### config.mk
export PLATFORM = sky130hd
export DESIGN_NAME = addr_reg_ctl
export DESIGN_NICKNAME = d
export VERILOG_FILES = /design/src/rtl/arc_pkg.sv /design/src/rtl/arc_decode.sv /design/src/rtl/arc_reg.sv /design/src/rtl/addr_reg_ctl.sv
export SDC_FILE = /design/constraint.sdc
export NUM_CORES = 1
export LEC_CHECK = 0
export BUFFER_PORTS_ARGS = -buffer_cell sky130_fd_sc_hd__buf_2
export CAP_MARGIN = 15
export CORE_MARGIN = 2
export CORE_UTILIZATION = 35
export CTS_BUF_LIST = sky130_fd_sc_hd__clkbuf_4 sky130_fd_sc_hd__clkbuf_8 sky130_fd_sc_hd__clkbuf_16
export DETAILED_ROUTE_END_ITERATION = 16
export GPL_ROUTABILITY_DRIVEN = 0
export PLACE_DENSITY = 0.82
export SETUP_SLACK_MARGIN = 0.4
export SLEW_MARGIN = 15
export SYNTH_ARGS = -nofsm -noshare
export SYNTH_HDL_FRONTEND = slang
export SYNTH_SLANG_ARGS = --single-unit
export TNS_END_PERCENT = 10
### constraint.sdc
create_clock -name clk -period 1.2 [get_ports clk]
set_input_delay 0.24 -clock clk [delete_from_list [all_inputs] [get_ports clk]]
set_output_delay 0.24 -clock clk [all_outputs]
set_load 0.01 [all_outputs]
### src/rtl/arc_pkg.sv
package arc_pkg;
    typedef enum logic [1:0] {
        ACT_HOLD = 2'd0,
        ACT_CLR  = 2'd1,
        ACT_LOAD = 2'd2,
        ACT_INC  = 2'd3
    } ar_act_t;

    localparam int STEP_FETCH_A = 0;
    localparam int STEP_FETCH_B = 1;
    localparam int STEP_DECODE  = 2;
    localparam int STEP_INDIR   = 3;
    localparam int STEP_EXEC    = 4;
    localparam int OP_IO        = 7;
    localparam int OP_BRANCH    = 5;
endpackage

### src/rtl/arc_decode.sv
module arc_decode
    import arc_pkg::*;
#(
    parameter int NOP   = 8,
    parameter int NSTEP = 8
) (
    input  logic [NOP-1:0]   op_dec,
    input  logic             ind_bit,
    input  logic             irq_cyc,
    input  logic [NSTEP-1:0] tstep,
    output logic             ld,
    output logic             clr,
    output logic             inc,
    output logic             rd
);
    logic normal;
    logic indir;
    logic exec_rd;

    always_comb begin
        normal  = ~irq_cyc;
        indir   = ~op_dec[OP_IO] & ind_bit & tstep[STEP_INDIR];
        exec_rd = (op_dec[0] | op_dec[1] | op_dec[2] | op_dec[6]) & tstep[STEP_EXEC];
        ld  = (normal & tstep[STEP_FETCH_A]) | (normal & tstep[STEP_DECODE]) | indir;
        clr = irq_cyc & tstep[STEP_FETCH_A];
        inc = op_dec[OP_BRANCH] & tstep[STEP_EXEC];
        rd  = (normal & tstep[STEP_FETCH_B]) | indir | exec_rd;
    end
endmodule

### src/rtl/arc_reg.sv
module arc_reg
    import arc_pkg::*;
#(
    parameter int AW = 12,
    parameter int BW = 16
) (
    input  logic          clk,
    input  logic          rst,
    input  logic          ld,
    input  logic          clr,
    input  logic          inc,
    input  logic [BW-1:0] bus_in,
    output logic [AW-1:0] ar
);
    ar_act_t       act;
    logic [AW-1:0] ar_nxt;

    always_comb begin
        if (clr)      act = ACT_CLR;
        else if (ld)  act = ACT_LOAD;
        else if (inc) act = ACT_INC;
        else          act = ACT_HOLD;
    end

    always_comb begin
        unique case (act)
            ACT_CLR:  ar_nxt = '0;
            ACT_LOAD: ar_nxt = bus_in[AW-1:0];
            ACT_INC:  ar_nxt = ar + AW'(1);
            default:  ar_nxt = ar;
        endcase
    end

    always_ff @(posedge clk) begin
        if (rst) ar <= '0;
        else     ar <= ar_nxt;
    end

    assert_reset_zero_R1: assert property (@(posedge clk) rst |=> ar == '0);
    assert_clear_zero_R3: assert property (@(posedge clk) disable iff (rst)
        clr |=> ar == '0);
    assert_load_bus_R2: assert property (@(posedge clk) disable iff (rst)
        (ld && !clr) |=> ar == $past(bus_in[AW-1:0]));
    assert_inc_wrap_R4: assert property (@(posedge clk) disable iff (rst)
        (inc && !clr && !ld) |=> ar == AW'($past(ar) + AW'(1)));
    assert_hold_R7: assert property (@(posedge clk) disable iff (rst)
        !(clr || ld || inc) |=> $stable(ar));
endmodule

### src/rtl/addr_reg_ctl.sv
module addr_reg_ctl
    import arc_pkg::*;
#(
    parameter int AW    = 12,
    parameter int BW    = 16,
    parameter int NOP   = 8,
    parameter int NSTEP = 8
) (
    input  logic             clk,
    input  logic             rst,
    input  logic [NOP-1:0]   op_dec,
    input  logic             ind_bit,
    input  logic             irq_cyc,
    input  logic [NSTEP-1:0] tstep,
    input  logic [BW-1:0]    bus_in,
    output logic [AW-1:0]    ar_out,
    output logic             ar_ld,
    output logic             ar_clr,
    output logic             ar_inc,
    output logic             mem_rd
);
    arc_decode #(.NOP(NOP), .NSTEP(NSTEP)) u_dec (
        .op_dec (op_dec),
        .ind_bit(ind_bit),
        .irq_cyc(irq_cyc),
        .tstep  (tstep),
        .ld     (ar_ld),
        .clr    (ar_clr),
        .inc    (ar_inc),
        .rd     (mem_rd)
    );

    arc_reg #(.AW(AW), .BW(BW)) u_reg (
        .clk   (clk),
        .rst   (rst),
        .ld    (ar_ld),
        .clr   (ar_clr),
        .inc   (ar_inc),
        .bus_in(bus_in),
        .ar    (ar_out)
    );

    assert_exclusive_R6: assert property (@(posedge clk) disable iff (rst)
        $onehot(tstep) |-> $onehot0({ar_clr, ar_ld, ar_inc}));
endmodule

# ---- After elaboration in Yosys (flattened, before gate mapping)
# Index checks and enable logic that the tools add are counted.
dict set report totals {
  ff_bits 12
  latchBits 0
  ramBits 0
  romBits 0
  input_bits 36
  word_cells 27
  memories 0
}
dict set report classes {
  addsub 1
  multipliers 0
  div 0
  magnitude_cmp 0
  eq_ne 3
  shift 0
  mux 4
  bitwise 17
  n_reduce_logical 1
}
# cell count
set op_table {}
lappend op_table {{12-bit case mux with 3 select lines} 1}
lappend op_table {{12-bit by 1-bit adder with 12-bit output, second input constant} 1}
lappend op_table {{1-bit AND} 8}
lappend op_table {{1-bit bitwise OR} 7}
lappend op_table {{2-bit 2-to-1 mux} 3}
lappend op_table {{2-bit equality test, second input constant} 2}
lappend op_table {{3-bit nonzero test} 1}
lappend op_table {{2-bit by 1-bit equality test with 1-bit output, second input constant} 1}
lappend op_table {{1-bit inverter} 2}

# ---- Longest topological paths before layout
# Gate-level depths: netlist (run 1).
dict set report depth {
  ltp_word 8
  depth_mapped 5
  ltp_nobuf 5
}

# ---- Modules after synthesis
# From an unflattened synthesis (run 1), not the netlist that was laid out.
dict set report unflattened {
  hier_cells 93
  hier_area_um2 779.5
}
# mod instances cells_per_inst area_per_inst_um2 seq_area_each_um2
set by_module_without_submodules {}
lappend by_module_without_submodules {arc_reg 1 85 723.2 240.2}
lappend by_module_without_submodules {arc_decode 1 8 56.3 0.0}

# ---- Worst setup path before layout (run 1)
# OpenSTA, ideal clock, no wires.
dict set report synth_timing {
  kind {reg-to-reg}
  startpoint {register u_reg.ar[0]}
  endpoint {register u_reg.ar[6]}
  setup_ns 0.070
  t_arrival_ns 1.236
  required_time_ns 1.130
  path_slack_ns -0.106
  path_stages_with_launch 6
  period_less_slack_ns 1.306
  cell_sequence {dfxtp_1 -> ha_1 -> and4_1 -> nand4_1 -> xor2_1 -> o2bb2ai_1}
}
dict set report synth_between {
  elab_chain_len 2
}
# element line
set synth_rtl {}
lappend synth_rtl {{start, declared} arc_reg.sv:13} ;# output logic [AW-1:0] ar
lappend synth_rtl {{start signal, assigned} arc_reg.sv:36} ;# else ar <= ar_nxt;
lappend synth_rtl {{12-bit by 1-bit adder with 12-bit output} arc_reg.sv:29} ;# ACT_INC: ar_nxt = ar + AW'(1);
lappend synth_rtl {{12-bit case mux with 3 select lines} arc_reg.sv:26} ;# unique case (act)
# No other way between the ends.
# A chain may end at the register's enable or synchronous reset.

# ---- Worst setup path after layout (run 1)
dict set report layout_timing {
  startpoint {register u_reg.ar[1]}
  endpoint {register u_reg.ar[6]}
}
# Same word-level chain as after synthesis.

==> out/qor.csv, run 1 <==
metric,value,unit
DRT iter0 DRCs,4,
"most common cell after layout, fill and taps aside",buf_2,
largest reg by FF count,u_reg.ar,
CP Buf/Inv Count,0,
CP max stage delay,0.38,ns
worst-path maximum fanout,4,
clock power share,26.9,%
Final Non-Filler Cells,156,
area growth from synthesis to layout,79.68,%
setup slack after placement,-0.06224,ns
Worst-Margin Slew,0.2774,ns
core area,1922,um2
HP Start,rst,
Critical path origin,u_reg.ar[1],
Clock Tree Root,clkbuf_4,
RR Startpoint,u_reg.ar[1],
Crit path max-delay family,flip-flops,
P_sw,286.8,uW
initial cell density of the core,36.20,%
Reg2Reg Depth,5,
Synth Instances,75,
synth top area cells,"dfxtp_1, o2bb2ai_1, xnor2_1, xor2_1, o2bb2ai_2",
first-pass GRT wire length,2.918,mm
Worst-Skew Late Latency,0.28,ns
biggest regs,u_reg.ar: 12 flops,
Final period util,100.3,%
syn_nets,112,
Worst Hold Path Cells,2,
CTS buffer count,3,
initial antenna violation count,0,
fill count,176,
max-cap viol count,0,
DRT Pass-1 Iters,4,
Synth Register Bits,12,
worst hold endpoint,u_reg.ar[0],
Post-Synthesis Cell Area,695.7,um2
drt wl/cell,13.56,um
Inserted Diodes,0,
Vias,797,
path category of the worst min-delay check,input port to register,
Die Y,48.58,um
placed insts,147,
CP Cell Sequence,"ha_4, and4_4, nand4_1, xor2_1, o2bb2ai_1",
status,"complete, but fails checks",
max_slew headroom,81.47,%
"commonest cells after routing, fill and taps aside","buf_2, buf_6, dfxtp_4",
hold slack,0.1606,ns
post-synth cell types,28,
final-report setup violation count,1,
die width,48.58,um
Final WS setup,-0.003166,ns
Slew Limit Fails,0,
crit path max-delay cell type,dfxtp_4,
Switching Fraction,29.38,%
hpwl dp,1.410,mm
largest net degree at the start of global routing,10,
"Data arrival, critical path",1.41,ns
RR Endpoint,u_reg.ar[6],
Max Fclk,831.1,MHz
# DRC,0,
Vias/cell,5.109,
gr usage total,16.01,%
post-synth top area share,34.53,%
Critical Path Source Type,register,
unrepaired setup endpoints after global routing,true,
vias in the first global route,711,
Final min period,1.203,ns
Lkg Pwr,0.5436,nW
clk slew on worst S/H paths,0.08,ns
Internal Pwr Total,689.3,uW
Peak VDD IR,376.0,uV
failing checks,negative setup slack,
syn avg cell area,9.276,um2
post-synthesis sequential area ratio,34.53,%
Pwr Density,780.9,nW/um2
Crit Path Class,register to register,
layout cells sized above 1,64.34,%
Final Util,65.04,%
largest area contributor in the netlist,dfxtp_1,
R2R Setup Slk,-0.003,ns
number of synthesis warnings,0,
Crit. End Element,register,
CTS tree,done,
final clock skew,0.003097,ns
worst path required time,1.41,ns
Ports,52,
sequential share of power,45.9,%
CTS Buffer Depth,2,
Comb pwr share,27.3,%
number of flip-flops under the largest register name,12,
DRT antenna net count,0,
"Remaining Overflow, GRT",0,
htree depth,1,
routed wire length,2.115,mm
count of input and output buffers,42,
nets,167,
final hold vios,0,
Rows,16,
die area,2360,um2
CTS Sinks,12,
synth_stat cells:
library cell  instances
dfxtp_1              12
buf_2                 2
o41ai_1               1
and4_2                1
nor4_1                2
nor2_1                4
mux2_2                1
xnor2_1               7
xor2_1                4
a22oi_1               3
nand3_1               4
ha_1                  1
inv_1                 1
nand2b_1              3
o21bai_1              1
and2_1                2
o2bb2ai_1             7
and4_1                1
nor2b_1               1
nand2_1               5
nand2_2               1
o21ai_1               1
and3b_1               1
o2bb2ai_2             2
nand4_1               3
nand3b_1              1
nand4_2               1
nor3_1                2
metrics by stage:
| stage | setup TNS [ns] | power (mW) | instance area, um2 |
|---|---|---|---|
| finish | -0.003166 | 0.9761 | 1250 |
| global route | -0.2148 | 1.041 | 1250 |
| floorplan | 0 | 0.5573 | 750.7 |
| detailed placement | -0.3214 | 0.6720 | 1035 |
| CTS | 0 | 0.9517 | 1089 |
| global placement | -0.01744 | 0.6632 | 1035 |
power groups by stage:
stage / Clock [mW] / Sequential (mW) / Combinational [mW]
4_1_cts: 0.278 / 0.454 / 0.219
3_5_place_dp: 0 / 0.464 / 0.208
2_1_floorplan: 0 / 0.471 / 0.0864
5_1_grt: 0.303 / 0.452 / 0.286
6_report: 0.262 / 0.448 / 0.266
3_3_place_gp: 0 / 0.462 / 0.201
routing by layer:
metal,GRT usage (%),share of wire (%),vias up
met5,0,0,-
met1,16.86,37,366
met4,7.143,1.4,0
li1,-,-,387
met3,3.704,6.3,4
met2,30.09,55,40
repair_timing:
item                                    4_1_cts  5_1_grt
buffers inserted                              2        3
gates resized for setup                       2       30
pin swaps                                     8        9
hold buffers                                  0        0
cloned                                        0        0
endpoints found under the setup margin       28       28
logic make-up after synthesis:
| group | Yosys count | synth area share, % |
|---|---|---|
| AO/OA/AOI/OAI | 15 | 19.42 |
| flip-flops | 12 | 34.53 |
| XOR/XNOR | 11 | 13.85 |
| adder cells (fa/ha/maj) | 1 | 1.798 |
| buffers and inverters | 3 | 1.978 |
| multiplexers | 1 | 1.619 |
| AND/OR/NAND/NOR | 32 | 26.80 |
worst max path at each step:
stage / endpoint / slack, ns / cells after the start
2_1_floorplan: u_reg.ar[10] / 0.05 / 5
3_3_place_gp: mem_rd / -0.02 / 4
3_5_place_dp: mem_rd / -0.06 / 4
5_1_grt: u_reg.ar[6] / -0.06 / 5
4_1_cts: mem_rd / 0.006 / 4
6_report: u_reg.ar[6] / -0.003 / 5
area by class of cell:
| type | count | area, um2 | area share (%) |
|---|---|---|---|
| multi-input cells | 60 | 534.3 | 42.74 |
| well taps | 27 | 33.78 | 2.703 |
| clock buffers | 3 | 22.52 | 1.802 |
| repair buffers | 52 | 372.9 | 29.83 |
| inverters | 1 | 3.754 | 0.3003 |
| clock inverters | 1 | 3.754 | 0.3003 |
| flip-flops and latches | 12 | 279.0 | 22.32 |
No activity file was read; power rests on OpenSTA's default activity.
==> inputs of run 2 (changes only) <==
Settings changed: ABC_AREA set to 1, PLACE_DENSITY 0.82 to 0.76, SLEW_MARGIN 15 to 0.
==> out/qor.csv, run 2 <==
metric,value,unit
status,completed,
routed wire length,2.670,mm
Crit. End Element,register,
CTS Buffer Depth,2,
Vias,1195,
die area,3069,um2
Switching Fraction,32.25,%
Post-Synthesis Cell Area,924.6,um2
drt wl/cell,10.90,um
unrepaired setup endpoints after global routing,true,
CTS Sinks,12,
DRT iter0 DRCs,48,
post-synth cell types,23,
Pwr Density,758.8,nW/um2
post-synthesis sequential area ratio,25.98,%
worst path required time,1.43,ns
hpwl dp,1.937,mm
biggest regs,u_reg.ar: 12 flops,
Post-synth top flop,dfxtp_1,
Rows,18,
initial cell density of the core,36.99,%
Final min period,1.131,ns
"Remaining Overflow, GRT",0,
die width,55.40,um
Final WS setup,0.06935,ns
post-synth top area share,25.98,%
Peak VDD IR,603.3,uV
path category of the worst min-delay check,input port to register,
worst-path maximum fanout,5,
Synth top cells by count,"nand2_1, inv_1, nor2_1",
DRT antenna net count,0,
largest net degree at the start of global routing,10,
vias in the first global route,1053,
largest reg by FF count,u_reg.ar,
core area,2500,um2
synth top area cells,"dfxtp_1, nand3_1, nand2_1, inv_1, nor2_1",
Comb pwr share,30.3,%
# DRC,0,
Max Used Layer,met4,
final-report setup violation count,0,
CTS buffer count,3,
nets,253,
Final period util,94.22,%
initial antenna violation count,0,
Worst-Margin Slew,0.2910,ns
DRT Pass-1 Iters,4,
Synth Instances,154,
Die Y,55.40,um
Clock Tree Root,clkbuf_4,
Worst-Skew Late Latency,0.29,ns
WL met3,180,um
setup slack after placement,-0.04215,ns
clk slew on worst S/H paths,0.08,ns
number of flip-flops under the largest register name,12,
most common cell in the netlist,nand2_1,
Max Fclk,884.4,MHz
Post-synth EDFFs,0,
Internal Pwr Total,778.3,uW
clock power share,30.1,%
final clock skew,0.002109,ns
max-cap viol count,0,
syn_nets,191,
async set-reset flop share out of synthesis,0,%
max_slew headroom,80.53,%
layout cells sized above 1,46.51,%
syn avg cell area,6.004,um2
Vias/cell,4.878,
Final Power,1.149,mW
"commonest cells after routing, fill and taps aside","buf_2, nand2_1, nand3_1",
"most common cell after layout, fill and taps aside",buf_2,
count of input and output buffers,42,
Inserted Diodes,0,
Crit Path Class,register to register,
Lkg Pwr,0.8320,nW
gr usage total,17.45,%
sequential share of power,39.6,%
htree depth,1,
Synth Register Bits,12,
largest area contributor in the netlist,dfxtp_1,
number of synthesis warnings,0,
Slew Limit Fails,0,
first-pass GRT wire length,4.443,mm
P_sw,370.5,uW
final hold vios,0,
area growth from synthesis to layout,63.73,%
Hold Buf Count CTS,0,
Critical Path Source Type,register,
Ports,52,
WL met1,1.173,mm
WL met2,1.274,mm
"Data arrival, critical path",1.36,ns
CTS tree,done,
==> run 2: kinds of logic (layout without fill, tap and decap cells) <==
| group | count (synthesis) | in the layout | synth area share [%] |
|---|---|---|---|
| AND/OR/NAND/NOR | 94 | 94 | 48.58 |
| buffers and inverters | 30 | 91 | 12.99 |
| AO/OA/AOI/OAI | 15 | 15 | 9.201 |
| flip-flops | 12 | 12 | 25.98 |
| XOR/XNOR | 2 | 2 | 1.895 |
| adder cells (fa/ha/maj) | 1 | 1 | 1.353 |
==> run 2: power groups by stage <==
stage / clock network [mW] / registers, mW / logic, mW
global route: 0.357 / 0.459 / 0.389
CTS: 0.346 / 0.451 / 0.312
finish: 0.345 / 0.455 / 0.349
floorplan: 0 / 0.470 / 0.140
detailed placement: 0 / 0.462 / 0.281
global placement: 0 / 0.462 / 0.276
==> run 2: worst paths after layout <==
check	depth (start not counted)	slack (ns)	start	to
setup / recovery	8	0.07	u_reg.ar[1]	u_reg.ar[4]
hold / removal	3	0.19	bus_in[2]	u_reg.ar[2]
setup reg to reg	8	0.07	u_reg.ar[1]	u_reg.ar[4]
hold reg to reg	4	0.60	u_reg.ar[10]	u_reg.ar[10]
==> run 2: final cells by class <==
type / count / area, um2
Fill cell: 221 / 985.9
Multi-Input combinational cell: 112 / 646.9
Timing Repair Buffer: 59 / 415.4
Sequential cell: 12 / 266.5
Inverter: 28 / 111.4
Tap cell: 30 / 37.54
Clock buffer: 4 / 36.28
==> run 2: metal layers <==
metal  global-route usage (%)  up-vias
met1                    22.41      537
met4                    6.272        0
li1                         -      614
met3                    3.279        5
met5                        0        -
met2                    28.91       39
==> run 2: what timing repair did <==
action                                  in CTS  in global routing
setup buffers                                8                  0
pin swaps                                    7                 17
hold endpoints to repair                     0                  0
resized for setup                           14                 29
endpoints found under the setup margin      28                 28
==> run 2: through the flow <==
step	TNS [ns]	std cells	utilization (%)	hold slack (ns)	instance area, um2
after floorplan	0	154	-	0.3720	958.4
after global placement	-0.01476	233	50.35	0.4909	1259
after detailed placement	-0.2401	233	50.35	0.4911	1259
after CTS	0	245	56.31	0.1870	1408
after global routing	-0.07342	245	60.56	0.2098	1514
final	0	245	60.56	0.1857	1514
==> run 2: critical path, stage by stage, from the launching register on <==
cell and delay, ns:
dfxtp_4 0.39, ha_4 0.15, nand2_4 0.06, nor2_4 0.08, xor2_1 0.15, nand2_1 0.07
nand3_1 0.07, nand2_1 0.05, inv_1 0.05
==> inputs of run 3 (changes only) <==
Settings changed: CELL_PAD_IN_SITES_DETAIL_PLACEMENT set to 1, CELL_PAD_IN_SITES_GLOBAL_PLACEMENT set to 1, CORE_MARGIN 2 to 3, CORE_UTILIZATION 35 to 25, PLACE_DENSITY 0.76 to 0.83.
==> out/qor.csv, run 3 (synthesis results as in run 2) <==
metric,value,unit
status,completed,
CTS tree,done,
CTS buffer count,3,
DRT Pass-1 Iters,4,
final-report setup violation count,0,
Final Power,1.271,mW
max_slew headroom,79.87,%
setup slack after placement,-0.05047,ns
die width,66.82,um
sequential share of power,35.4,%
largest reg by FF count,u_reg.ar,
# DRC,0,
final clock skew,0.003682,ns
worst path required time,1.39,ns
"most common cell after layout, fill and taps aside",buf_2,
CP Cell Sequence,"ha_4, nand2_4, nor2_4, xor2_1, nand2_1, nand3_1, nand2_1, inv_1",
CTS Buffer Depth,2,
largest net degree at the start of global routing,10,
Peak VDD IR,332.8,uV
Crit. End Element,register,
Switching Fraction,30.46,%
DRT iter0 DRCs,21,
biggest regs,u_reg.ar: 12 flops,
drt wl/cell,12.91,um
"commonest cells after routing, fill and taps aside","buf_2, nand2_1, inv_1",
htree depth,1,
CP max stage delay,0.37,ns
path category of the worst min-delay check,input port to register,
gr usage total,15.17,%
Vias,1193,
Lkg Pwr,0.8487,nW
final hold vios,0,
Critical Path Source Type,register,
initial cell density of the core,26.86,%
Internal Pwr Total,884.1,uW
Final period util,95.75,%
unrepaired setup endpoints after global routing,true,
Die Y,66.82,um
Rows,21,
hpwl dp,2.341,mm
Crit Path Class,register to register,
layout cells sized above 1,43.98,%
Clock Tree Root,clkbuf_8,
setup TNS,0,ns
Vias/cell,4.553,
Worst-Margin Slew,0.3009,ns
area growth from synthesis to layout,68.61,%
Final WS setup,0.05094,ns
count of input and output buffers,42,
P_sw,387.2,uW
Pwr Density,815.4,nW/um2
clk slew on worst S/H paths,0.06,ns
"Remaining Overflow, GRT",0,
crit path max-delay cell type,dfxtp_4,
initial antenna violation count,0,
Comb pwr share,28.1,%
vias in the first global route,1141,
nets,254,
Ports,52,
"Data arrival, critical path",1.34,ns
Max Fclk,870.3,MHz
number of flip-flops under the largest register name,12,
Worst-Skew Late Latency,0.24,ns
CTS Sinks,12,
die area,4464,um2
routed wire length,3.383,mm
worst-path maximum fanout,4,
DRT antenna net count,0,
Inserted Diodes,0,
max-cap viol count,0,
first-pass GRT wire length,5.175,mm
Hold Buf Count CTS,0,
Final min period,1.149,ns
clock power share,36.4,%
core area,3442,um2
Worst path most repeated cell,nand2_1,
Slew Limit Fails,0,
-- run 3: cell count changes in the layout (fill, tap and decap cells not counted), sizes merged --
| cell | change |
|---|---|
| clkinvlp | -1 |
| inv | +1 |
| buf | +1 |
-- run 3: final cells by class --
class	instances	area [um2]
Timing Repair Buffer	60	442.9
Multi-Input combinational cell	112	636.9
Sequential cell	12	261.5
Fill cell	459	1883
Tap cell	46	57.56
Clock buffer	4	55.05
Inverter	28	105.1
-- run 3: per-stage QoR --
stage / instance area, um2 / util (%) / hold slack (ns) / instances
finish: 1559 / 45.29 / 0.2346 / 262
global route: 1559 / 45.29 / 0.2388 / 262
CTS: 1414 / 41.08 / 0.2294 / 260
detailed placement: 1286 / 37.37 / 0.4866 / 250
global placement: 1286 / 37.37 / 0.4886 / 250
floorplan: 958.4 / - / 0.3720 / 154
-- run 3: final timing paths --
check,to,from,slack [ns],depth (start not counted)
worst max-delay path,u_reg.ar[4],u_reg.ar[0],0.05,8
worst min-delay path,u_reg.ar[1],bus_in[1],0.23,3
worst max register to register,u_reg.ar[4],u_reg.ar[0],0.05,8
worst min register to register,u_reg.ar[10],u_reg.ar[10],0.62,4
-- run 3: routing by layer --
| layer | GRT usage [%] | share of wire (%) | up-vias |
|---|---|---|---|
| met4 | 4.061 | 0.56 | 0 |
| met2 | 26.61 | 52 | 23 |
| li1 | - | - | 613 |
| met1 | 18.84 | 44 | 555 |
| met3 | 2.698 | 3.5 | 2 |
| met5 | 0 | 0 | - |
-- run 3: power by group through the flow --
| stage | combinational, mW | sequential [mW] | clock, mW |
|---|---|---|---|
| global route | 0.396 | 0.455 | 0.499 |
| floorplan | 0.140 | 0.470 | 0 |
| finish | 0.358 | 0.450 | 0.463 |
| CTS | 0.312 | 0.447 | 0.474 |
| global placement | 0.288 | 0.459 | 0 |
| detailed placement | 0.295 | 0.460 | 0 |
-- run 3: worst max-delay path, delay by kind of cell (launching register included) --
family / cells / cell delay, ns
xor+xnor: 1 / 0.17
fa+ha+maj: 1 / 0.15
buf+inv: 1 / 0.05
flops: 1 / 0.37
simple gates: 5 / 0.35
-- run 3: what timing repair did --
action / in CTS / in global routing
gates resized for setup: 9 / 30
cloned: 1 / 0
buffers inserted: 5 / 2
pin swaps: 6 / 11
setup endpoints to repair: 28 / 28
